[src/rtl/slope_cap_pkg.sv]
package slope_cap_pkg;
    localparam int BYTE_W = 8;
    localparam int TMR_W  = 2 * BYTE_W;
    localparam int CODE_W = 4;
    localparam int ADDR_W = 3;

    typedef enum logic [ADDR_W-1:0] {
        A_TMR_HI = 3'd0,
        A_TMR_LO = 3'd1,
        A_CAP_HI = 3'd2,
        A_CAP_LO = 3'd3,
        A_CTRL   = 3'd4,
        A_FLAGS  = 3'd5,
        A_IEN    = 3'd6
    } reg_addr_e;

    typedef struct packed {
        logic [CODE_W-1:0] code;
        logic [1:0]        spare;
        logic              discharge;
        logic              shutdown;
    } ctrl_t;

    typedef struct packed {
        logic [3:0] spare;
        logic       glb;
        logic       per;
        logic       cap_ie;
        logic       ovf_ie;
    } ien_t;

    localparam ctrl_t CTRL_RST = '{code: '0, spare: '0, discharge: 1'b1, shutdown: 1'b1};

    function automatic logic [BYTE_W-1:0] hi_byte(input logic [TMR_W-1:0] v);
        return v[TMR_W-1:BYTE_W];
    endfunction

    function automatic logic [BYTE_W-1:0] lo_byte(input logic [TMR_W-1:0] v);
        return v[BYTE_W-1:0];
    endfunction
endpackage

[src/rtl/slope_cap_sync.sv]
module slope_cap_sync #(
    parameter int STAGES = 2
) (
    input  logic clk,
    input  logic rst,
    input  logic async_i,
    output logic fall_o
);
    logic [STAGES-1:0] chain;
    logic              last;

    generate
        for (genvar g = 0; g < STAGES; g++) begin : g_stage
            if (g == 0) begin : g_first
                always_ff @(posedge clk) begin
                    if (rst) chain[0] <= 1'b1;
                    else     chain[0] <= async_i;
                end
            end else begin : g_next
                always_ff @(posedge clk) begin
                    if (rst) chain[g] <= 1'b1;
                    else     chain[g] <= chain[g-1];
                end
            end
        end
    endgenerate

    always_ff @(posedge clk) begin
        if (rst) last <= 1'b1;
        else     last <= chain[STAGES-1];
    end

    assign fall_o = last & ~chain[STAGES-1];

    // an edge is reported for one cycle only
    p_fall_pulse_r5: assert property (@(posedge clk) disable iff (rst)
        fall_o |=> !fall_o);
endmodule

[src/rtl/slope_cap_timer.sv]
module slope_cap_timer
    import slope_cap_pkg::*;
(
    input  logic              clk,
    input  logic              rst,
    input  logic              tick_en,
    input  logic              hi_we,
    input  logic              lo_we,
    input  logic [BYTE_W-1:0] wdata,
    output logic [TMR_W-1:0]  tmr_o,
    output logic              wrap_o
);
    logic run_q, hi_seen_q;
    logic step;

    assign step   = run_q & tick_en & ~hi_we & ~lo_we;
    assign wrap_o = step & (tmr_o == {TMR_W{1'b1}});

    always_ff @(posedge clk) begin
        if (rst) begin
            tmr_o     <= '0;
            run_q     <= 1'b0;
            hi_seen_q <= 1'b0;
        end else if (hi_we) begin
            tmr_o[TMR_W-1:BYTE_W] <= wdata;
            run_q                 <= 1'b0;
            hi_seen_q             <= 1'b1;
        end else if (lo_we) begin
            tmr_o[BYTE_W-1:0] <= wdata;
            run_q             <= hi_seen_q;
            hi_seen_q         <= 1'b0;
        end else if (step) begin
            tmr_o <= tmr_o + 1'b1;
        end
    end

    p_step_r2: assert property (@(posedge clk) disable iff (rst)
        step |=> tmr_o == TMR_W'($past(tmr_o) + 1'b1));
    p_hold_r4: assert property (@(posedge clk) disable iff (rst)
        (!tick_en && !hi_we && !lo_we) |=> $stable(tmr_o));
    p_lo_alone_r3: assert property (@(posedge clk) disable iff (rst)
        (lo_we && !hi_seen_q && !hi_we) |=> !run_q);
endmodule

[src/rtl/slope_cap_flag.sv]
module slope_cap_flag (
    input  logic clk,
    input  logic rst,
    input  logic hw_set,
    input  logic sw_we,
    input  logic sw_val,
    output logic flag_q
);
    always_ff @(posedge clk) begin
        if (rst)        flag_q <= 1'b0;
        else if (sw_we) flag_q <= sw_val | hw_set;
        else            flag_q <= flag_q | hw_set;
    end

    p_sticky_r9: assert property (@(posedge clk) disable iff (rst)
        (flag_q && !sw_we) |=> flag_q);
    p_hw_wins_r9: assert property (@(posedge clk) disable iff (rst)
        hw_set |=> flag_q);
endmodule

[src/rtl/slope_capture_unit.sv]
module slope_capture_unit
    import slope_cap_pkg::*;
#(
    parameter int SYNC_STAGES = 2
) (
    input  logic              clk,
    input  logic              rst,
    input  logic              cfg_ext_clk,
    input  logic              ext_tick,
    input  logic              int_tick,
    input  logic              comp_in,
    input  logic [ADDR_W-1:0] reg_addr,
    input  logic              reg_we,
    input  logic [BYTE_W-1:0] reg_wdata,
    output logic [BYTE_W-1:0] reg_rdata,
    output logic              irq,
    output logic [CODE_W-1:0] ramp_code,
    output logic              ramp_en
);
    ctrl_t            ctrl_q;
    ien_t             ien_q;
    logic [TMR_W-1:0] tmr, cap_q;
    logic             locked_q, dis_prev_q;
    logic             fall, fire, rearm, wrap, tick_sel;
    logic             cap_flag, ovf_flag, flag_we;
    reg_addr_e        a;

    assign a        = reg_addr_e'(reg_addr);
    assign tick_sel = (cfg_ext_clk ? ext_tick : int_tick) & ~ctrl_q.shutdown;
    assign rearm    = dis_prev_q & ~ctrl_q.discharge;
    assign fire     = fall & ~locked_q;
    assign flag_we  = reg_we && a == A_FLAGS;

    slope_cap_sync #(.STAGES(SYNC_STAGES)) u_sync (
        .clk(clk), .rst(rst), .async_i(comp_in), .fall_o(fall));

    slope_cap_timer u_timer (
        .clk(clk), .rst(rst), .tick_en(tick_sel),
        .hi_we(reg_we && a == A_TMR_HI), .lo_we(reg_we && a == A_TMR_LO),
        .wdata(reg_wdata), .tmr_o(tmr), .wrap_o(wrap));

    slope_cap_flag u_cap_flag (
        .clk(clk), .rst(rst), .hw_set(fire), .sw_we(flag_we),
        .sw_val(reg_wdata[1]), .flag_q(cap_flag));

    slope_cap_flag u_ovf_flag (
        .clk(clk), .rst(rst), .hw_set(wrap), .sw_we(flag_we),
        .sw_val(reg_wdata[0]), .flag_q(ovf_flag));

    always_ff @(posedge clk) begin
        if (rst) begin
            ctrl_q     <= CTRL_RST;
            ien_q      <= '0;
            cap_q      <= '0;
            locked_q   <= 1'b0;
            dis_prev_q <= 1'b1;
        end else begin
            dis_prev_q <= ctrl_q.discharge;
            if (reg_we && a == A_CTRL) ctrl_q <= ctrl_t'(reg_wdata);
            if (reg_we && a == A_IEN)  ien_q  <= ien_t'(reg_wdata);
            if (fire) cap_q <= tmr;
            if (rearm)     locked_q <= 1'b0;
            else if (fire) locked_q <= 1'b1;
        end
    end

    always_comb begin
        unique case (a)
            A_TMR_HI: reg_rdata = hi_byte(tmr);
            A_TMR_LO: reg_rdata = lo_byte(tmr);
            A_CAP_HI: reg_rdata = hi_byte(cap_q);
            A_CAP_LO: reg_rdata = lo_byte(cap_q);
            A_CTRL:   reg_rdata = ctrl_q;
            A_FLAGS:  reg_rdata = {6'd0, cap_flag, ovf_flag};
            A_IEN:    reg_rdata = ien_q;
            default:  reg_rdata = '0;
        endcase
    end

    assign irq       = ien_q.glb & ien_q.per &
                       ((cap_flag & ien_q.cap_ie) | (ovf_flag & ien_q.ovf_ie));
    assign ramp_en   = ~ctrl_q.discharge;
    assign ramp_code = ctrl_q.code;

    p_lockout_r6: assert property (@(posedge clk) disable iff (rst)
        locked_q |=> $stable(cap_q));
    p_capture_flag_r5: assert property (@(posedge clk) disable iff (rst)
        (cap_q != $past(cap_q)) |-> cap_flag);
    p_irq_gate_r8: assert property (@(posedge clk) disable iff (rst)
        irq |-> (ien_q.glb && ien_q.per && (cap_flag || ovf_flag)));
endmodule

[config.mk]
export PLATFORM = sky130hd
export DESIGN_NAME = slope_capture_unit
export DESIGN_NICKNAME = d
export VERILOG_FILES = /design/src/rtl/slope_cap_pkg.sv /design/src/rtl/slope_cap_sync.sv /design/src/rtl/slope_cap_timer.sv /design/src/rtl/slope_cap_flag.sv /design/src/rtl/slope_capture_unit.sv
export SDC_FILE = /design/constraint.sdc
export NUM_CORES = 1
export LEC_CHECK = 0
export BUFFER_PORTS_ARGS = -buffer_cell sky130_fd_sc_hd__clkbuf_2
export CELL_PAD_IN_SITES_DETAIL_PLACEMENT = 0
export CELL_PAD_IN_SITES_GLOBAL_PLACEMENT = 1
export CORE_MARGIN = 5
export CORE_UTILIZATION = 43
export DETAILED_ROUTE_END_ITERATION = 12
export PLACE_DENSITY_LB_ADDON = 0.1
export SETUP_SLACK_MARGIN = 0.4
export SYNTH_ARGS = -nofsm -noshare
export SYNTH_HDL_FRONTEND = slang
export SYNTH_SLANG_ARGS = --single-unit
export TNS_END_PERCENT = 30
[constraint.sdc]
create_clock -name clk -period 4.85 [get_ports clk]
set_input_delay 0.485 -clock clk [delete_from_list [all_inputs] [get_ports clk]]
set_output_delay 0.485 -clock clk [all_outputs]
set_load 0.02 [all_outputs]
==> flow_summary.toml <==
[power]
p_leak_uw = 0.001182
power_per_cell_area_nw_per_um2 = 300.9
power.total_uw = 1027
ir_worst_vdd_mv = 0.1328

[synthesis]
syn_inst = 371
yosysUniqueCellTypes = 63
ys.warnings.count = 0
avgSynthCellArea_um2 = 8.263
syn_nets = 390
synth.ff_latch_count = 57
synth_area_um2 = 3065
synth-async-reset-ratio_pct = 0
ys_seq_area_share_pct = 37.22
synth_edf_count = 0
ys.flop_type = "dfxtp_1"

[clock_network]
cts_resized = 0
cts_tree = "done"
cts_htree_levels = 3
cts_buffer_depth = 2
clock_latency_ns = 0.33
cts_hold_buf = 0
clockRootBuffer = "clkbuf_8"
postCtsSetupRepairBufs = 0
cts.sinks = 57
numCtsBuffers = 9
cts.reportedPaths.clkPinSlew_ns = 0.06

[critical_path]
crit_path_start = "reg_addr[0]"
reg2regPathDepth = 5
timing.rr.start = "u_timer.tmr_o[1]$_SDFFE_PP0P_"
r2r_slack_ns = 2.93
crit_fanout = 24
cp-start-kind = "primary input"
arrival_ns = 2.04
critPathKind = "in -> out"
r2r_end = "u_ovf_flag.flag_q$_SDFF_PP0_"
end_kind = "primary output"
cp.required_ns = 4.37

[finish]
nFillCells = 708
diodes = 0
multiInputGateArea_um2 = 1768
drive_above_1_share_pct = 17.90
seq_area_um2 = 1141
post-route-util_pct = 49.69
layout.nets = 406
area_delta_synth_final_pct = 11.35

[route]
num_vias = 2776
viasPerCell = 5.700
wl_per_cell_um = 17.93
dr.first_iter.drc_count = 144
firstDrtPassIters = 4
drc = 0
wirelength_mm = 8.732
drtAntennaViolNets = 0

[floorplanning]
start_util_pct = 44.63
core-area_um2 = 6869
die_h_um = 94.43
dieArea_um2 = 8917
die_w_um = 94.43
row_count = 30
ios = 32

[min_path]
hold_class = "in -> reg"
min_to = "u_sync.chain[0]$_SDFF_PP1_"
hold_depth = 2
hp-start = "comp_in"

[timing]
finalMaxSlewViolations = 0
setup_tns_ns = 0
hold_ws_ns = 0.3353
fmax_mhz = 396.7
min_period_ns = 2.521
fin_skew_ns = 0.007280
finalHoldViolCount = 0
setup_viol = 0
fin_ws_ns = 2.329
max_slew.worst_pin.slew_ns = 1.161
slew_headroom_pct = 22.27
period_share_pct = 51.97
grt_setup_unrepaired = "no"

[global_routing]
grt_pass1_wl_mm = 14.08
overflow = 0
antenna_found_initial = 0
grt_pass1_vias = 2599
grt_max_degree = 59
grt_usage_pct = 20.88

[outcome]
outcome = "finished clean"

[placed_design]
port_buffers = 31
gp_congestion = 0.7701
dp_hpwl_mm = 5.912
dp_slack_ns = 2.146

[run]
drv_cap = 0
synth_stat cells, types with 6 or more instances:
library cell  number  area share [%]
a211oi_1           6             1.5
a21oi_1           41             6.7
a22oi_1            6             1.5
buf_2              6            0.98
clkbuf_1          13             1.6
dfxtp_1           57              37
mux2_2             6             2.2
mux2i_1           14             4.6
nand2_1           81             9.9
nand3_1            6            0.98
nor2_1            21             2.6
nor2b_1            6             1.2
nor3_1             7             1.1
o22ai_1            8             1.6
cell type report:
| class | instances | share of cell area (%) |
|---|---|---|
| inverters | 5 | 0.5499 |
| well taps | 96 | 3.519 |
| clock inverters | 3 | 1.173 |
| repair buffers | 33 | 4.985 |
| flip-flops and latches | 57 | 33.43 |
| multi-input cells | 281 | 51.80 |
| clock buffers | 12 | 4.545 |
worst max-delay path by stage:
stage,endpoint,slack (ns),depth (start not counted)
after global routing,reg_rdata[3],2.17,6
after CTS,reg_rdata[3],2.27,6
after detailed placement,u_timer.tmr_o[0]$_SDFFE_PP0P_,2.15,5
final,reg_rdata[3],2.33,6
after floorplan,reg_rdata[6],2.66,5
after global placement,u_timer.tmr_o[0]$_SDFFE_PP0P_,2.19,5
placed cells by master (no fill, tap or decap), types with 2 or more instances in the layout:
master	n
or3_1	4
a31oi_1	2
o21ai_0	3
o22ai_1	8
nor2_1	21
nor2b_1	6
nand3_1	6
mux4_1	2
buf_4	2
clkbuf_8	11
a211oi_1	6
xnor2_1	3
inv_1	5
mux2_2	6
nand2b_1	4
a311oi_1	3
nor3_1	7
nor4_1	5
nand2_1	81
clkbuf_2	31
nand4_1	5
mux2i_1	14
clkinv_2	2
o211a_1	2
nand3b_1	4
or4_1	2
and2_1	2
or2_2	4
o31ai_1	2
a21oi_1	41
dfxtp_1	57
o211ai_1	3
a22oi_1	6
worst max-delay path, cell delays in order:
cell	delay (ns)
clkbuf_2	0.46
nor2b_1	0.47
nand2_1	0.13
o211a_1	0.15
o22ai_1	0.13
clkbuf_2	0.20
sequential cells by signal, indices dropped and copies added (netlist names):
register           count
cap_q                 16
u_timer.tmr_o         16
ien_q                  8
ctrl_q                 4
ramp_code              4
u_sync.chain           2
dis_prev_q             1
locked_q               1
u_cap_flag.flag_q      1
u_ovf_flag.flag_q      1
u_sync.last            1
u_timer.hi_seen_q      1
u_timer.run_q          1
per-layer routing:
layer  part of all wire, %  GRT usage (%)  wire (um)  up-vias
met4                   1.5          7.581        130        0
met2                    46          31.91       3983       90
li1                      -              -          -     1364
met5                     0              0          0        -
met3                   7.1          4.064        622       12
met1                    46          29.20       3995     1310
report_power, final:
group / leakage, uW / internal (uW) / switching [uW] / total [uW]
Sequential: 0.000461 / 477 / 9.78 / 487
Combinational: 0.000618 / 29.5 / 57.7 / 87.2
Clock: 0.000102 / 261 / 192 / 453
Total: 0.00118 / 767 / 260 / 1030
stage by stage:
step                cells  instance area, um2
finish                487                3413
global route          487                3413
CTS                   487                3413
detailed placement    472                3218
global placement      472                3218
floorplan             371                3065
cells by family after synthesis:
family,share of synthesized area (%)
AND/OR/NAND/NOR,27.59
AO/OA/AOI/OAI,19.14
flip-flops,37.22
buffers and inverters,5.265
multiplexers,9.224
XOR/XNOR,1.143
adder cells (fa/ha/maj),0.4081
No activity file was read; power rests on OpenSTA's default activity.
